## config.mk

```make
export PLATFORM = sky130hd
export DESIGN_NAME = hs_xfer_engine
export DESIGN_NICKNAME = d
export VERILOG_FILES = /design/src/rtl/hs_pkg.sv /design/src/rtl/hs_sync2.sv /design/src/rtl/hs_initiator.sv /design/src/rtl/hs_responder.sv /design/src/rtl/hs_xfer_engine.sv
export SDC_FILE = /design/constraint.sdc
export NUM_CORES = 1
export LEC_CHECK = 0
export ABC_CLOCK_PERIOD_IN_PS = 2500
export CORE_MARGIN = 4
export CORE_UTILIZATION = 50
export DETAILED_ROUTE_END_ITERATION = 8
export DONT_BUFFER_PORTS = 1
export PLACE_DENSITY = 0.63
export SYNTH_ARGS = -nofsm -noshare
export SYNTH_HDL_FRONTEND = slang
export SYNTH_HIERARCHICAL = 1
export SYNTH_SLANG_ARGS = --single-unit
```

## constraint.sdc

```tcl
create_clock -name clk -period 2.5 [get_ports clk]
set_input_delay 0.125 -clock clk [delete_from_list [all_inputs] [get_ports clk]]
set_output_delay 0.125 -clock clk [all_outputs]
set_load 0.03 [all_outputs]
```

## src/rtl/hs_pkg.sv

```systemverilog
// Shared types for the strobe transfer engine.
package hs_pkg;

    // Operation codes; the encoding is visible on the top-level op port.
    typedef enum logic [1:0] {
        OP_SEND  = 2'd0,
        OP_FETCH = 2'd1,
        OP_READ  = 2'd2,
        OP_NONE  = 2'd3
    } xfer_op_e;

    // Initiator phases.
    typedef enum logic [2:0] {
        I_IDLE,
        I_PULSE,
        I_GAP,
        I_WAIT,
        I_REL
    } ini_st_e;

    // Responder phases.
    typedef enum logic {
        R_IDLE,
        R_HOLD
    } rsp_st_e;

endpackage

```

## src/rtl/hs_sync2.sv

```systemverilog
// Two-flop synchronizer for a vector of independent level signals.
// Assumes each bit is a slow level that the receiver may see one cycle late;
// no multi-bit coherence is provided.
module hs_sync2 #(
    parameter int W = 1
) (
    input  logic         clk,
    input  logic         rst_n,
    input  logic [W-1:0] d,
    output logic [W-1:0] q
);

    logic [W-1:0] meta;

    // Two register stages, cleared by reset.
    always_ff @(posedge clk) begin
        if (!rst_n) begin
            meta <= '0;
            q    <= '0;
        end else begin
            meta <= d;
            q    <= meta;
        end
    end

endmodule

```

## src/rtl/hs_initiator.sv

```systemverilog
// Initiator half: starts pushes, pulls and interlocked read cycles.
// Assumes ack_s / ssy_s are already synchronized and that the data bus
// from the peer is stable whenever the matching reply line is seen high.
// PULSE_CYC must exceed the synchronizer depth plus one responder cycle.
module hs_initiator
    import hs_pkg::*;
#(
    parameter int DATA_W    = 16,
    parameter int ADDR_W    = 12,
    parameter int TMO_W     = 8,
    parameter int PULSE_CYC = 6
) (
    input  logic              clk,
    input  logic              rst_n,
    input  logic              cfg_bidir,
    input  logic [TMO_W-1:0]  cfg_tmo,
    input  logic              start,
    input  logic [1:0]        op,
    input  logic [ADDR_W-1:0] addr,
    input  logic [DATA_W-1:0] wdata,
    input  logic              ack_s,
    input  logic              ssy_s,
    input  logic [DATA_W-1:0] rdat_i,
    output logic              ready,
    output logic              done,
    output logic              err,
    output logic [DATA_W-1:0] rx_data,
    output logic              rdy_o,
    output logic              req_o,
    output logic              msy_o,
    output logic [ADDR_W-1:0] adr_o,
    output logic [DATA_W-1:0] dat_o
);

    localparam int CNT_W = $clog2(PULSE_CYC + 1);
    localparam logic [CNT_W-1:0] PULSE_LAST = CNT_W'(PULSE_CYC - 1);

    ini_st_e            st;
    xfer_op_e           cur_op;
    logic [CNT_W-1:0]   pcnt;
    logic [TMO_W-1:0]   tcnt;
    logic               reply;
    logic               tmo_hit;
    logic               go;
    xfer_op_e           op_in;

    // Decode the requested operation and the reply line that matters.
    always_comb begin
        op_in   = xfer_op_e'(op);
        reply   = (cur_op == OP_READ) ? ssy_s : ack_s;
        tmo_hit = (cfg_tmo != '0) && (tcnt >= cfg_tmo);
        ready   = (st == I_IDLE) && !ack_s && !ssy_s;
        go      = start && ready && (op_in != OP_NONE);
    end

    // Handshake sequencer with stall limit and sticky error.
    always_ff @(posedge clk) begin
        if (!rst_n) begin
            st      <= I_IDLE;
            cur_op  <= OP_NONE;
            pcnt    <= '0;
            tcnt    <= '0;
            done    <= 1'b0;
            err     <= 1'b0;
            rx_data <= '0;
            rdy_o   <= 1'b0;
            req_o   <= 1'b0;
            msy_o   <= 1'b0;
            adr_o   <= '0;
            dat_o   <= '0;
        end else begin
            done <= 1'b0;
            case (st)
                I_IDLE: begin
                    if (go) begin
                        cur_op <= op_in;
                        tcnt   <= '0;
                        pcnt   <= PULSE_LAST;
                        case (op_in)
                            OP_SEND: begin
                                dat_o <= wdata;
                                rdy_o <= 1'b1;
                            end
                            OP_FETCH: req_o <= 1'b1;
                            default: begin
                                adr_o <= addr;
                                msy_o <= 1'b1;
                            end
                        endcase
                        st <= (op_in != OP_READ && !cfg_bidir) ? I_PULSE : I_WAIT;
                    end
                end
                I_PULSE: begin
                    if (pcnt == '0) begin
                        rdy_o <= 1'b0;
                        req_o <= 1'b0;
                        dat_o <= '0;
                        if (cur_op == OP_FETCH) rx_data <= rdat_i;
                        done  <= 1'b1;
                        pcnt  <= PULSE_LAST;
                        st    <= I_GAP;
                    end else begin
                        pcnt <= pcnt - 1'b1;
                    end
                end
                I_GAP: begin
                    if (pcnt == '0) st <= I_IDLE;
                    else            pcnt <= pcnt - 1'b1;
                end
                I_WAIT: begin
                    if (reply) begin
                        if (cur_op != OP_SEND) rx_data <= rdat_i;
                        rdy_o <= 1'b0;
                        req_o <= 1'b0;
                        msy_o <= 1'b0;
                        adr_o <= '0;
                        tcnt  <= '0;
                        st    <= I_REL;
                    end else if (tmo_hit) begin
                        rdy_o <= 1'b0;
                        req_o <= 1'b0;
                        msy_o <= 1'b0;
                        adr_o <= '0;
                        dat_o <= '0;
                        err   <= 1'b1;
                        st    <= I_IDLE;
                    end else begin
                        tcnt <= tcnt + 1'b1;
                    end
                end
                I_REL: begin
                    if (!reply) begin
                        done  <= 1'b1;
                        dat_o <= '0;
                        st    <= I_IDLE;
                    end else if (tmo_hit) begin
                        dat_o <= '0;
                        err   <= 1'b1;
                        st    <= I_IDLE;
                    end else begin
                        tcnt <= tcnt + 1'b1;
                    end
                end
                default: st <= I_IDLE;
            endcase
        end
    end

endmodule

```

## src/rtl/hs_responder.sv

```systemverilog
// Responder half: serves pushes, pulls and read cycles from a far initiator.
// Assumes the three strobes are synchronized and that a far initiator holds
// its data stable while its data-ready strobe is high. One buffer word.
module hs_responder
    import hs_pkg::*;
#(
    parameter int DATA_W = 16
) (
    input  logic              clk,
    input  logic              rst_n,
    input  logic              cfg_bidir,
    input  logic              rdy_s,
    input  logic              req_s,
    input  logic              msy_s,
    input  logic [DATA_W-1:0] dat_i,
    input  logic              load,
    input  logic [DATA_W-1:0] load_data,
    output logic              ack_o,
    output logic              ssy_o,
    output logic [DATA_W-1:0] dat_o,
    output logic [DATA_W-1:0] buf_o
);

    rsp_st_e           st;
    xfer_op_e          sel;
    logic [DATA_W-1:0] bufr;
    logic              line_lo;

    // Pick the strobe whose release ends the current service.
    always_comb begin
        case (sel)
            OP_SEND:  line_lo = !rdy_s;
            OP_FETCH: line_lo = !req_s;
            default:  line_lo = !msy_s;
        endcase
    end

    // Serve one strobe at a time, hold replies until that strobe drops.
    always_ff @(posedge clk) begin
        if (!rst_n) begin
            st    <= R_IDLE;
            sel   <= OP_NONE;
            bufr  <= '0;
            ack_o <= 1'b0;
            ssy_o <= 1'b0;
            dat_o <= '0;
        end else begin
            case (st)
                R_IDLE: begin
                    if (msy_s) begin
                        dat_o <= bufr;
                        ssy_o <= 1'b1;
                        sel   <= OP_READ;
                        st    <= R_HOLD;
                    end else if (req_s) begin
                        dat_o <= bufr;
                        ack_o <= cfg_bidir;
                        sel   <= OP_FETCH;
                        st    <= R_HOLD;
                    end else if (rdy_s) begin
                        bufr  <= dat_i;
                        ack_o <= cfg_bidir;
                        sel   <= OP_SEND;
                        st    <= R_HOLD;
                    end else if (load) begin
                        bufr <= load_data;
                    end
                end
                default: begin
                    if (line_lo) begin
                        ack_o <= 1'b0;
                        ssy_o <= 1'b0;
                        dat_o <= '0;
                        st    <= R_IDLE;
                    end
                end
            endcase
        end
    end

    assign buf_o = bufr;

endmodule

```

## src/rtl/hs_xfer_engine.sv

```systemverilog
// Top: initiator and responder halves behind their input synchronizers.
// Assumes every *_i strobe is asynchronous to clk; data buses are sampled
// only under the protection of a synchronized strobe or reply.
module hs_xfer_engine #(
    parameter int DATA_W    = 16,
    parameter int ADDR_W    = 12,
    parameter int TMO_W     = 8,
    parameter int PULSE_CYC = 6
) (
    input  logic              clk,
    input  logic              rst_n,
    input  logic              cfg_bidir,
    input  logic [TMO_W-1:0]  cfg_tmo,
    input  logic              start,
    input  logic [1:0]        op,
    input  logic [ADDR_W-1:0] addr,
    input  logic [DATA_W-1:0] wdata,
    output logic              ready,
    output logic              done,
    output logic              err,
    output logic [DATA_W-1:0] rx_data,
    output logic              ini_rdy_o,
    output logic              ini_req_o,
    output logic              ini_msy_o,
    output logic [ADDR_W-1:0] ini_adr_o,
    output logic [DATA_W-1:0] ini_dat_o,
    input  logic              ini_ack_i,
    input  logic              ini_ssy_i,
    input  logic [DATA_W-1:0] ini_dat_i,
    input  logic              rsp_rdy_i,
    input  logic              rsp_req_i,
    input  logic              rsp_msy_i,
    input  logic [DATA_W-1:0] rsp_dat_i,
    output logic              rsp_ack_o,
    output logic              rsp_ssy_o,
    output logic [DATA_W-1:0] rsp_dat_o,
    input  logic              rsp_load,
    input  logic [DATA_W-1:0] rsp_load_data,
    output logic [DATA_W-1:0] rsp_buf
);

    logic [1:0] ini_rep_s;
    logic [2:0] rsp_stb_s;

    hs_sync2 #(.W(2)) u_sync_ini (
        .clk   (clk),
        .rst_n (rst_n),
        .d     ({ini_ssy_i, ini_ack_i}),
        .q     (ini_rep_s)
    );

    hs_sync2 #(.W(3)) u_sync_rsp (
        .clk   (clk),
        .rst_n (rst_n),
        .d     ({rsp_msy_i, rsp_req_i, rsp_rdy_i}),
        .q     (rsp_stb_s)
    );

    hs_initiator #(
        .DATA_W    (DATA_W),
        .ADDR_W    (ADDR_W),
        .TMO_W     (TMO_W),
        .PULSE_CYC (PULSE_CYC)
    ) u_ini (
        .clk       (clk),
        .rst_n     (rst_n),
        .cfg_bidir (cfg_bidir),
        .cfg_tmo   (cfg_tmo),
        .start     (start),
        .op        (op),
        .addr      (addr),
        .wdata     (wdata),
        .ack_s     (ini_rep_s[0]),
        .ssy_s     (ini_rep_s[1]),
        .rdat_i    (ini_dat_i),
        .ready     (ready),
        .done      (done),
        .err       (err),
        .rx_data   (rx_data),
        .rdy_o     (ini_rdy_o),
        .req_o     (ini_req_o),
        .msy_o     (ini_msy_o),
        .adr_o     (ini_adr_o),
        .dat_o     (ini_dat_o)
    );

    hs_responder #(
        .DATA_W (DATA_W)
    ) u_rsp (
        .clk       (clk),
        .rst_n     (rst_n),
        .cfg_bidir (cfg_bidir),
        .rdy_s     (rsp_stb_s[0]),
        .req_s     (rsp_stb_s[1]),
        .msy_s     (rsp_stb_s[2]),
        .dat_i     (rsp_dat_i),
        .load      (rsp_load),
        .load_data (rsp_load_data),
        .ack_o     (rsp_ack_o),
        .ssy_o     (rsp_ssy_o),
        .dat_o     (rsp_dat_o),
        .buf_o     (rsp_buf)
    );

endmodule

```

# After elaboration in Yosys (flattened, before gate mapping)
# Cells that the tools add are included.
# classes
add_sub_neg	2
n_lt_le_gt_ge	1
eq_ne	25
n_mux	76
bitwise	3
n_reduce_logical	46
# ops
op	count
16-bit 2-to-1 mux	16
16-bit one-hot mux with 4 select lines	1
12-bit 2-to-1 mux	4
8-bit 2-to-1 mux	4
16-bit one-hot mux with 2 select lines	1
1-bit 2-to-1 mux	27
3-bit 2-to-1 mux	9
12-bit one-hot mux with 2 select lines	1
8-bit one-hot mux with 3 select lines	1
5-bit AND reduction	4
3-bit nonzero test	6
2-bit by 1-bit inequality test with 1-bit output, second input constant	8
2-bit inequality test, second input constant	8
3-bit one-hot mux with 5 select lines	1
3-bit AND reduction	5
2-bit nonzero test	6
3-bit one-hot mux with 3 select lines	1
8-bit by 1-bit adder with 8-bit output, second input constant	1
8-bit >= comparator	1
2-bit 2-to-1 mux	4
1-bit one-hot mux with 2 select lines	4
2-bit AND reduction	4
4-bit AND reduction	2
8-bit nonzero test	1
other kinds (15)	33
# word_totals
register_bits	112
in_bits	96
out_inout_bits	84

# Longest topological paths before layout
# Gate-level depths: netlist of the first run.
# depth
word_depth	7
mapped_depth	9
mapped_depth_nobuf	7

# Hierarchy
# Netlist of the first run, hierarchy kept.
# by_module_without_submodules
mod	instances	cells_each	area_each_um2
hs_initiator	1	368	3166.8
hs_responder	1	147	1559.0
hs_sync2 at u_sync_rsp	1	12	157.7
hs_sync2 at u_sync_ini	1	8	105.1

# Least setup slack after synthesis of the first run
# Ideal clock, no wire load.
# synth_timing
path_type	register to register
from	register u_ini.tcnt[0]
to	register u_ini.tcnt[3]
setup_ns	0.074
t_arrival_ns	2.201
required_time_ns	2.426
setup_slack_ns	0.226
path_stages_with_launch	9
cell_sequence	dfxtp_1 > inv_1 > ha_1 > nand2b_4 > a2111o_1 > a32o_1 > buf_6 > or4_1 > a21oi_1
# synth_via
elab_chain_cells	5
elab_cells_between_ends	7
# synth_rtl
item	line	rtl
from (decl)	hs_initiator.sv:41	logic [TMO_W-1:0] tcnt;
from (signal assigned)	hs_initiator.sv:128	tcnt <= tcnt + 1'b1;
from (signal assigned)	hs_initiator.sv:141	tcnt <= tcnt + 1'b1;
8-bit >= comparator	hs_initiator.sv:51	tmo_hit = (cfg_tmo != '0) && (tcnt >= cfg_tmo);
1-bit logical AND	hs_initiator.sv:51	
8-bit 2-to-1 mux (*)	hs_initiator.sv:119, hs_initiator.sv:136	
8-bit 2-to-1 mux, on equally long branches	hs_initiator.sv:132, hs_initiator.sv:111	
8-bit one-hot mux with 3 select lines (*)	hs_initiator.sv:73	case (st)
# Mark *: on every way between the ends. The rest lies on a longest branch, timed or not. The select of a mux whose other input is x is not followed.
# A chain may end at the register's enable or synchronous reset.

# Worst setup path after layout of the first run
# layout_timing
from	register u_ini.tcnt[0]
to	register u_ini.tcnt[6]
# Same word-level chain as after synthesis.

==> results of run 1 <==
==> worst max path at each step <==
stage	to
after floorplan	u_ini/tcnt[3]
after global placement	u_ini/tcnt[5]
after detailed placement	u_ini/tcnt[6]
after CTS	u_ini/tcnt[6]
after global routing	u_ini/tcnt[6]
final	u_ini/tcnt[6]
==> sequential cells by signal (all words and copies together), names as in the netlist, 8 cells and up <==
register,flops
u_ini/dat_o,16
u_ini/rx_data,16
u_rsp/buf_o,16
u_rsp/dat_o,16
u_ini/adr_o,12
u_ini/tcnt,8
==> layout by cell type, fill, tap and decap left out, types with 2 or more instances in the layout <==
master / synthesis / layout
a311oi_1: 2 / 2
and3_1: 4 / 4
inv_1: 18 / 18
and2_1: 11 / 11
a32oi_1: 2 / 2
a22o_1: 16 / 16
dlygate4sd3_1: 0 / 54
nor3_2: 2 / 2
or4_1: 7 / 7
a21oi_1: 24 / 24
nand4_1: 3 / 3
nand2_1: 91 / 91
o21ai_0: 9 / 9
dfxtp_1: 112 / 112
o211a_1: 8 / 8
o21a_1: 3 / 3
clkinv_4: 0 / 2
o211ai_1: 7 / 7
nor2_1: 11 / 11
o31ai_1: 8 / 8
ha_1: 11 / 11
clkbuf_8: 0 / 9
buf_4: 1 / 20
and3b_1: 2 / 2
a211oi_2: 2 / 3
a211oi_1: 16 / 15
o32a_1: 2 / 2
nand2b_1: 5 / 5
mux2i_1: 46 / 46
nor3_1: 7 / 7
nor2b_1: 3 / 3
nor4_1: 5 / 5
clkbuf_1: 18 / 2
inv_2: 2 / 2
o2bb2ai_1: 16 / 16
nand3_1: 22 / 22
==> per-layer routing <==
layer,up-vias,part of all wire
met5,-,0
met4,0,0.012
met3,11,0.086
met2,157,0.48
met1,1980,0.43
li1,2037,-
==> cell type report <==
| class | count | area (um^2) |
|---|---|---|
| fillers | 826 | 3830 |
| inverters | 20 | 75.1 |
| flip-flops and latches | 112 | 2240 |
| repair buffers | 76 | 738 |
| clock inverters | 5 | 41.3 |
| clock buffers | 11 | 131 |
| well taps | 133 | 166 |
| multi-input cells | 368 | 2500 |
==> cell usage after synthesis, drive strengths merged (2+ instances only) <==
cell type / number / share of area
o21a: 3 / 0.0045
buf: 17 / 0.022
o21ai: 11 / 0.012
a311oi: 2 / 0.0035
o31ai: 8 / 0.012
nand3: 22 / 0.022
or4: 7 / 0.011
o211a: 8 / 0.016
o32a: 2 / 0.0040
clkbuf: 18 / 0.014
nand4: 3 / 0.0038
and3b: 2 / 0.0035
inv: 20 / 0.015
a32oi: 2 / 0.0035
o211ai: 7 / 0.011
nor4: 5 / 0.0063
nor2: 11 / 0.0083
mux2: 2 / 0.0053
dfxtp: 112 / 0.45
a22o: 16 / 0.028
nand2: 91 / 0.068
a211oi: 18 / 0.029
o2bb2ai: 16 / 0.028
mux2i: 47 / 0.095
nand2b: 6 / 0.0090
and3: 4 / 0.0050
and2: 11 / 0.014
nor2b: 3 / 0.0038
a21oi: 25 / 0.026
ha: 11 / 0.028
nor3: 9 / 0.011
==> worst max-delay path, stage by stage, from the launching register on <==
cell and delay, ns:
dfxtp_1 0.39, inv_1 0.08, ha_1 0.27, nand2b_4 0.14, a2111o_1 0.43, a32o_2 0.36, or4_1 0.53, a21oi_1 0.18
==> power by group <==
| part | switching (mW) | leakage (nW) | total [mW] | internal, mW |
|---|---|---|---|---|
| Combinational | 0.379 | 1.34 | 0.713 | 0.334 |
| Sequential | 0.301 | 0.913 | 2.21 | 1.91 |
| Clock | 0.595 | 0.0854 | 0.968 | 0.373 |
==> stage by stage <==
step | worst slack, ns | hold slack [ns] | util | power [mW] | std cells
2_1_floorplan | 0.226 | 0.242 | - | 2.70 | 535
6_report | 0.0560 | 0.0219 | 0.606 | 3.89 | 725
5_1_grt | 0.00428 | 0.00532 | 0.606 | 4.10 | 725
3_3_place_gp | 0.116 | 0.212 | 0.528 | 2.84 | 653
3_5_place_dp | 0.0267 | 0.211 | 0.528 | 2.86 | 653
4_1_cts | 0.00182 | 0.000290 | 0.604 | 3.92 | 724
==> logic make-up (layout without fill, tap and decap cells) <==
group,count (synthesis),count (layout),share of synthesized area
AND/OR/NAND/NOR,180,180,0.175
AO/OA/AOI/OAI,127,127,0.195
flip-flops,112,112,0.449
adder cells (fa/ha/maj),11,11,0.0276
buffers and inverters,55,112,0.0507
XOR/XNOR,1,1,0.00176
multiplexers,49,49,0.100
==> repair_timing <==
| item | in CTS | in global routing |
|---|---|---|
| setup endpoints to repair | 0 | 15 |
| hold buffers | 55 | 0 |
| gates resized for setup | 0 | 2 |
| endpoints found under the hold margin | 75 | 0 |
| setup buffers | 0 | 1 |
==> results.json, run 1 <==
{
  "min-delay-start": "rsp_load_data[7]",
  "die_w_um": 108,
  "r2r-start": "u_ini/tcnt[0]",
  "powerDensity_nw_per_um2": 660,
  "dp_hpwl_um": 8360,
  "final_cell_area_um2": 5890,
  "io_pins": 180,
  "fin_skew_ns": 0.0125,
  "grtUsageMet2": 0.351,
  "busiest_layer": "met2",
  "worst_pin_slew_ns": 0.803,
  "floorplan.die_area_um2": 11600,
  "max_slew_margin": 0.463,
  "min_path_cells": 2,
  "die_y_um": 108,
  "place_area_um2": 5140,
  "min_to": "u_rsp/buf_o[7]",
  "rsz0062_at_grt": "false",
  "row_count": 36,
  "clock.fmax_mhz": 409,
  "grt_pass1_wl_um": 20100,
  "area_delta_synth_final_pct": 18.2,
  "num_antenna_cells": 0,
  "drv_cap": 0,
  "criticalPathCategory": "flop to flop",
  "antenna_found_initial": 0,
  "ys_async_sr_fraction": 0,
  "startpoint": "u_ini/tcnt[0]",
  "ys_seq_area_frac": 0.449,
  "vias_per_cell": 5.77,
  "dr.first_iter.drc_count": 263,
  "reg2reg_slack_ns": 0.06,
  "cts_max_level": 3,
  "postSynthCellCount": 535,
  "peakVddDrop_v": 0.000404,
  "clk_pin_slew_worst_paths_ns": 0.11,
  "wl_per_cell_um": 17.4,
  "routed_wl_um": 12600,
  "hold_viol_final": 0,
  "start_util": 0.513,
  "grt_max_degree": 93,
  "worst_setup_path_end_kind": "flop",
  "ys_warn_count": 6,
  "synth.distinct_cells": 59,
  "use_met3": 0.0690,
  "worstSetupStartpointType": "flop",
  "met1_usage": 0.275,
  "fin_crit_ns": 2.44,
  "finish.net_count": 694,
  "synth_edf_count": 0,
  "syn_area_um2": 4990,
  "core_um2": 9730,
  "drive_gt1_frac": 0.0861,
  "required_ns": 2.78,
  "dr.pass1.iters": 5,
  "grt_pass1_vias": 4074,
  "ys_ff_latch": 112,
  "ant_nets": 0,
  "worstHoldPathType": "input port to flop",
  "drv_slew": 0,
  "overflow": 0,
  "portBuffers": 0,
  "routabilityCongestion": 0.830,
  "path_max_fanout": 12,
  "ff2ff_path_depth": 7,
  "cts_root_buffer": "clkbuf_8",
  "grtUsageTotal": 0.215,
  "tns_ns": 0,
  "numCtsBuffers": 9,
  "cts_tree": "done",
  "p_leak_nw": 2.34,
  "synthFlopType": "dfxtp_1",
  "clk_latency_ns": 0.37,
  "cts.sinks": 112,
  "postSynthAreaPerCell_um2": 9.32,
  "setup_viol": 0,
  "clockBufferDepth": 2,
  "syn_nets": 642,
  "finalCritPeriodShare": 0.978,
  "r2r_end": "u_ini/tcnt[6]",
  "outcome": "finished, final reports clean",
  "post-route-drc-count": 0,
  "cp.arrival_ns": 2.72,
  "vias": 4185
}
(Power assumes the default switching activity.)
==> run 2: changes to the inputs <==
- CORE_UTILIZATION: 50 -> 62
- PLACE_DENSITY: 0.63 -> 0.78
- SLEW_MARGIN: unset -> 10
==> results.json, run 2 (same netlist as run 1, synthesis figures left out) <==
{
  "routabilityCongestion": 0.902,
  "min_path_cells": 2,
  "ant_nets": 0,
  "core_um2": 7770,
  "die_y_um": 97.7,
  "finalPower_mw": 3.94,
  "io_pins": 180,
  "clk_pin_slew_worst_paths_ns": 0.11,
  "layout_common_cells": "112 x dfxtp_1, 91 x nand2_1, 60 x dlygate4sd3_1, 46 x mux2i_1, 24 x a21oi_1",
  "worst_pin_slew_ns": 0.900,
  "clockBufferDepth": 2,
  "clk_latency_ns": 0.37,
  "area_delta_synth_final_pct": 18.9,
  "finish.net_count": 697,
  "p_leak_nw": 2.37,
  "rsz0062_at_grt": "false",
  "grt_pass1_wl_um": 21700,
  "routed_wl_um": 13500,
  "start_util": 0.642,
  "overflow": 0,
  "slowest_stage": "or4_1",
  "clock.fmax_mhz": 416,
  "dp_hpwl_um": 8360,
  "required_ns": 2.79,
  "setup_viol": 0,
  "cts_root_buffer": "clkbuf_8",
  "worst_setup_path_end_kind": "flop",
  "cp.arrival_ns": 2.69,
  "vias_per_cell": 6.17,
  "post-route-drc-count": 0,
  "max_slew_margin": 0.398,
  "final_cells": 697,
  "numCtsBuffers": 9,
  "outcome": "finished, final reports clean",
  "num_antenna_cells": 0,
  "drive_gt1_frac": 0.0857,
  "antenna_found_initial": 0,
  "cts_tree": "done",
  "drv_cap": 0,
  "floorplan.die_area_um2": 9550,
  "peakVddDrop_v": 0.000396,
  "placedCellCount": 615,
  "grt_max_degree": 94,
  "grtUsageTotal": 0.276,
  "hold_viol_final": 0,
  "fin_skew_ns": 0.0141,
  "crit_family": "compound AO/OA/AOI/OAI gates",
  "portBuffers": 0,
  "finalCritPeriodShare": 0.961,
  "dr.pass1.iters": 5,
  "path_max_fanout": 8,
  "dr.first_iter.drc_count": 254,
  "tns_ns": 0,
  "fin_crit_ns": 2.40,
  "critical-path-max-stage-delay_ns": 0.53,
  "cp_num_buf_inv": 1,
  "worstSetupStartpointType": "flop",
  "final_common_cell": "dfxtp_1",
  "ff2ff_path_depth": 7,
  "crit_cells": 7,
  "powerDensity_nw_per_um2": 665,
  "grt_pass1_vias": 4400,
  "cts_max_level": 3,
  "vias": 4298,
  "crit_chain": "inv_1, ha_1, nand2b_4, a2111o_1, a32o_4, or4_1, a21oi_1",
  "worstHoldPathType": "input port to flop",
  "criticalPathCategory": "flop to flop",
  "wl_per_cell_um": 19.4,
  "drv_slew": 0,
  "row_count": 32,
  "die_w_um": 97.7,
  "cts.sinks": 112
}
run 2: cell types whose count changed in the layout (fill, tap and decap cells not counted):
cell	previous run	this run
dlygate4sd3_1	54	60
buf_4	20	16
clkbuf_1	2	0
inv_6	0	2
a32o_4	0	1
a32oi_1	2	1
a32oi_2	0	1
clkinv_2	1	2
clkinv_4	2	1
clkinv_8	0	1
clkinvlp_4	1	0
run 2: final cells by class:
cell class	instances	area (um^2)
Clock buffer	9	124
Timing Repair Buffer	78	768
Multi-Input combinational cell	369	2530
Tap cell	102	128
Sequential cell	112	2240
Inverter	20	75.1
Clock inverter	7	63.8
Fill cell	537	1840
run 2: power breakdown:
group | internal, mW | switching (mW) | total, mW
Combinational | 0.325 | 0.392 | 0.717
Clock | 0.384 | 0.630 | 1.01
Sequential | 1.91 | 0.303 | 2.21
Total | 2.62 | 1.33 | 3.94
run 2: through the flow:
step,util,hold WS (ns),worst slack (ns),cell area [um^2]
after floorplan,-,0.242,0.226,4990
after global placement,0.650,0.220,0.123,5050
after detailed placement,0.650,0.223,0.0194,5050
after CTS,0.755,0.000356,0.00767,5860
after global routing,0.763,0.0119,0.00532,5930
final,0.763,0.0218,0.0975,5930
run 2: worst paths after layout:
kind,end,start,slack (ns)
worst min register to register,u_sync_rsp/q[1],u_sync_rsp/meta[1],0.43
worst max-delay path,u_ini/tcnt[4],u_ini/tcnt[0],0.1
worst max register to register,u_ini/tcnt[4],u_ini/tcnt[0],0.1
worst min-delay path,u_rsp/buf_o[7],rsp_load_data[7],0.02
run 2: layer usage:
metal	global-route usage	share of wire
met1	0.338	0.40
met2	0.454	0.49
met3	0.0919	0.097
met4	0.100	0.021
met5	0	0
run 2: worst reg2reg max path, delay by kind of cell, from the launching register on:
kind	cells	cell delay (ns)
flip-flops	1	0.34
AO/OA/AOI/OAI	3	0.99
AND/OR/NAND/NOR	2	0.67
buffers and inverters	1	0.06
adder cells (fa/ha/maj)	1	0.28
run 2: what timing repair did:
action	CTS	global route
buffers inserted	0	4
hold buffers	61	0
endpoints found under the setup margin	0	28
gates resized for setup	0	3
endpoints found under the hold margin	81	0
==> run 3: changes to the inputs <==
- ABC_AREA: unset -> 1
- HOLD_SLACK_MARGIN: unset -> 0.06
==> results.json, run 3 <==
{
  "outcome": "finished, final reports clean",
  "start_util": 0.643,
  "synth.distinct_cells": 41,
  "grt_pass1_vias": 4756,
  "cts_resized": 0,
  "fin_crit_ns": 2.24,
  "seqPwrFrac": 0.509,
  "tns_ns": 0,
  "regArea_um2": 2240,
  "clockBufferDepth": 2,
  "cts_max_level": 3,
  "criticalPathCategory": "flop to flop",
  "synthAdderAreaFrac": 0.0259,
  "required_ns": 2.75,
  "die_w_um": 101,
  "synthFlopType": "dfxtp_1",
  "synth_edf_count": 0,
  "routed_wl_um": 13900,
  "worst_pin_slew_ns": 0.815,
  "synth_top_family_by_area": "simple AND/OR/NAND/NOR gates",
  "post-route-drc-count": 0,
  "io_pins": 180,
  "drive_gt1_frac": 0.150,
  "final_common_cell": "nand2_1",
  "synth_compound_area_frac": 0.146,
  "row_count": 33,
  "core_um2": 8260,
  "clk_latency_ns": 0.37,
  "overflow": 0,
  "combPwrFrac": 0.307,
  "wl_per_cell_um": 15.5,
  "p_leak_nw": 2.74,
  "ys_warn_count": 6,
  "peakVddDrop_v": 0.000573,
  "dp_hpwl_um": 8860,
  "synth-xor-area-share": 0.00165,
  "drv_cap": 0,
  "worstHoldPathType": "input port to flop",
  "clock.fmax_mhz": 447,
  "crit_top_cell": "nand2_1",
  "dr.pass1.iters": 5,
  "portBuffers": 0,
  "worstSetupStartpointType": "flop",
  "numCtsBuffers": 9,
  "area_delta_synth_final_pct": 18.9,
  "routabilityCongestion": 0.893,
  "dr.first_iter.drc_count": 186,
  "fin_skew_ns": 0.0156,
  "crit_chain": "inv_4, nand2_1, o21ai_0, a22oi_1, nand2_1, dlygate4sd3_1",
  "grt_max_degree": 52,
  "synthTopCellsByCount": "189 x nand2_1, 112 x dfxtp_1, 88 x inv_1, 62 x nor2_1, 57 x a21oi_1",
  "fill_cells": 613,
  "cp_num_buf_inv": 2,
  "setup_viol": 0,
  "cp.arrival_ns": 2.49,
  "fin_util": 0.765,
  "vias_per_cell": 5.27,
  "powerDensity_nw_per_um2": 862,
  "p_sw_frac": 0.441,
  "clockPowerShare": 0.185,
  "syn_nets": 816,
  "max_slew_margin": 0.456,
  "power.switching_mw": 2.40,
  "rsz0062_at_grt": "false",
  "ys_ff_latch": 112,
  "multiInputGateArea_um2": 2480,
  "postSynthCellCount": 709,
  "yosys.area_share.simple": 0.294,
  "antenna_found_initial": 1,
  "postSynthAreaPerCell_um2": 7.49,
  "grt_pass1_wl_um": 22300,
  "yosys-top-cells-area": "dfxtp_1 42%, nand2_1 13%, inv_1 6.2%",
  "synth_top_cell_by_area": "dfxtp_1",
  "cts_root_buffer": "clkbuf_8",
  "synth_mux_area_frac": 0,
  "hold_viol_final": 0,
  "worst_setup_path_end_kind": "flop",
  "finish.net_count": 890,
  "floorplan.die_area_um2": 10100,
  "cts_tree": "done",
  "vias": 4718,
  "clk_pin_slew_worst_paths_ns": 0.10,
  "drv_slew": 0,
  "internal_power_mw": 3.04,
  "path_max_fanout": 18,
  "die_y_um": 101,
  "syn_area_um2": 5310,
  "ant_nets": 0,
  "grtUsageTotal": 0.271,
  "layout_common_cells": "189 x nand2_1, 112 x dfxtp_1, 88 x inv_1, 85 x dlygate4sd3_1, 62 x nor2_1",
  "finalCritPeriodShare": 0.895,
  "postCtsSetupRepairBufs": 0,
  "synth.most_common_cell": "nand2_1",
  "ys_async_sr_fraction": 0,
  "crit_family": "flip-flops",
  "synth_top_cell_area_share": 0.422,
  "cts.sinks": 112,
  "critical-path-max-stage-delay_ns": 0.87,
  "slowest_stage": "dfxtp_1",
  "ys_seq_area_frac": 0.422
}
run 3: per-stage QoR:
step / instances / hold slack, ns / area (um^2) / setup slack [ns] / power (mW)
2_1_floorplan: 709 / 0.218 / 5310 / 0.785 / 4.10
3_3_place_gp: 791 / 0.206 / 5260 / 0.639 / 4.23
3_5_place_dp: 791 / 0.216 / 5260 / 0.542 / 4.31
4_1_cts: 893 / 0.0654 / 6310 / 0.294 / 5.43
5_1_grt: 894 / 0.0770 / 6320 / 0.149 / 5.79
6_report: 895 / 0.0856 / 6320 / 0.263 / 5.45
run 3: cell families after synthesis:
| kind of cell | after synthesis |
|---|---|
| buffers and inverters | 127 |
| XOR/XNOR | 1 |
| AND/OR/NAND/NOR | 333 |
| AO/OA/AOI/OAI | 125 |
| flip-flops | 112 |
| adder cells (fa/ha/maj) | 11 |
run 3: area by class of cell:
class                      count  share of cell area
multi-input combinational    470               0.393
sequential                   112               0.355
timing repair buffer          88               0.140
inverter                     102              0.0618
tap                          105              0.0208
clock buffer                   9              0.0196
clock inverter                 7             0.00871
antenna                        2            0.000792
run 3: power by group through the flow:
stage / logic, mW / registers, mW / clock network [mW]
3_5_place_dp: 1.50 / 2.81 / 0
2_1_floorplan: 1.37 / 2.72 / 0
3_3_place_gp: 1.43 / 2.80 / 0
4_1_cts: 1.63 / 2.77 / 1.03
6_report: 1.67 / 2.77 / 1.01
5_1_grt: 1.87 / 2.81 / 1.10
run 3: per-layer routing:
layer / up-vias / track usage / wire, um
met4: 0 / 0.103 / 340
li1: 2360 / - / -
met5: - / 0 / 0
met3: 30 / 0.0754 / 1120
met2: 190 / 0.475 / 7070
met1: 2138 / 0.314 / 5360
run 3: path summary, 6_finish.rpt:
kind / start / to / slack (ns) / cells after the start
worst max-delay path: u_sync_rsp/q[0] / u_rsp/sel[0] / 0.26 / 6
worst min-delay path: rst_n / u_ini/cur_op[1] / 0.09 / 2
worst min register to register: u_sync_ini/meta[0] / u_sync_ini/q[0] / 0.43 / 2
worst max register to register: u_sync_rsp/q[0] / u_rsp/sel[0] / 0.26 / 6
run 3: timing repair:
item                       in CTS  in global routing
hold endpoints to repair       83                  0
hold buffers                   86                  0
setup endpoints to repair       0                  0
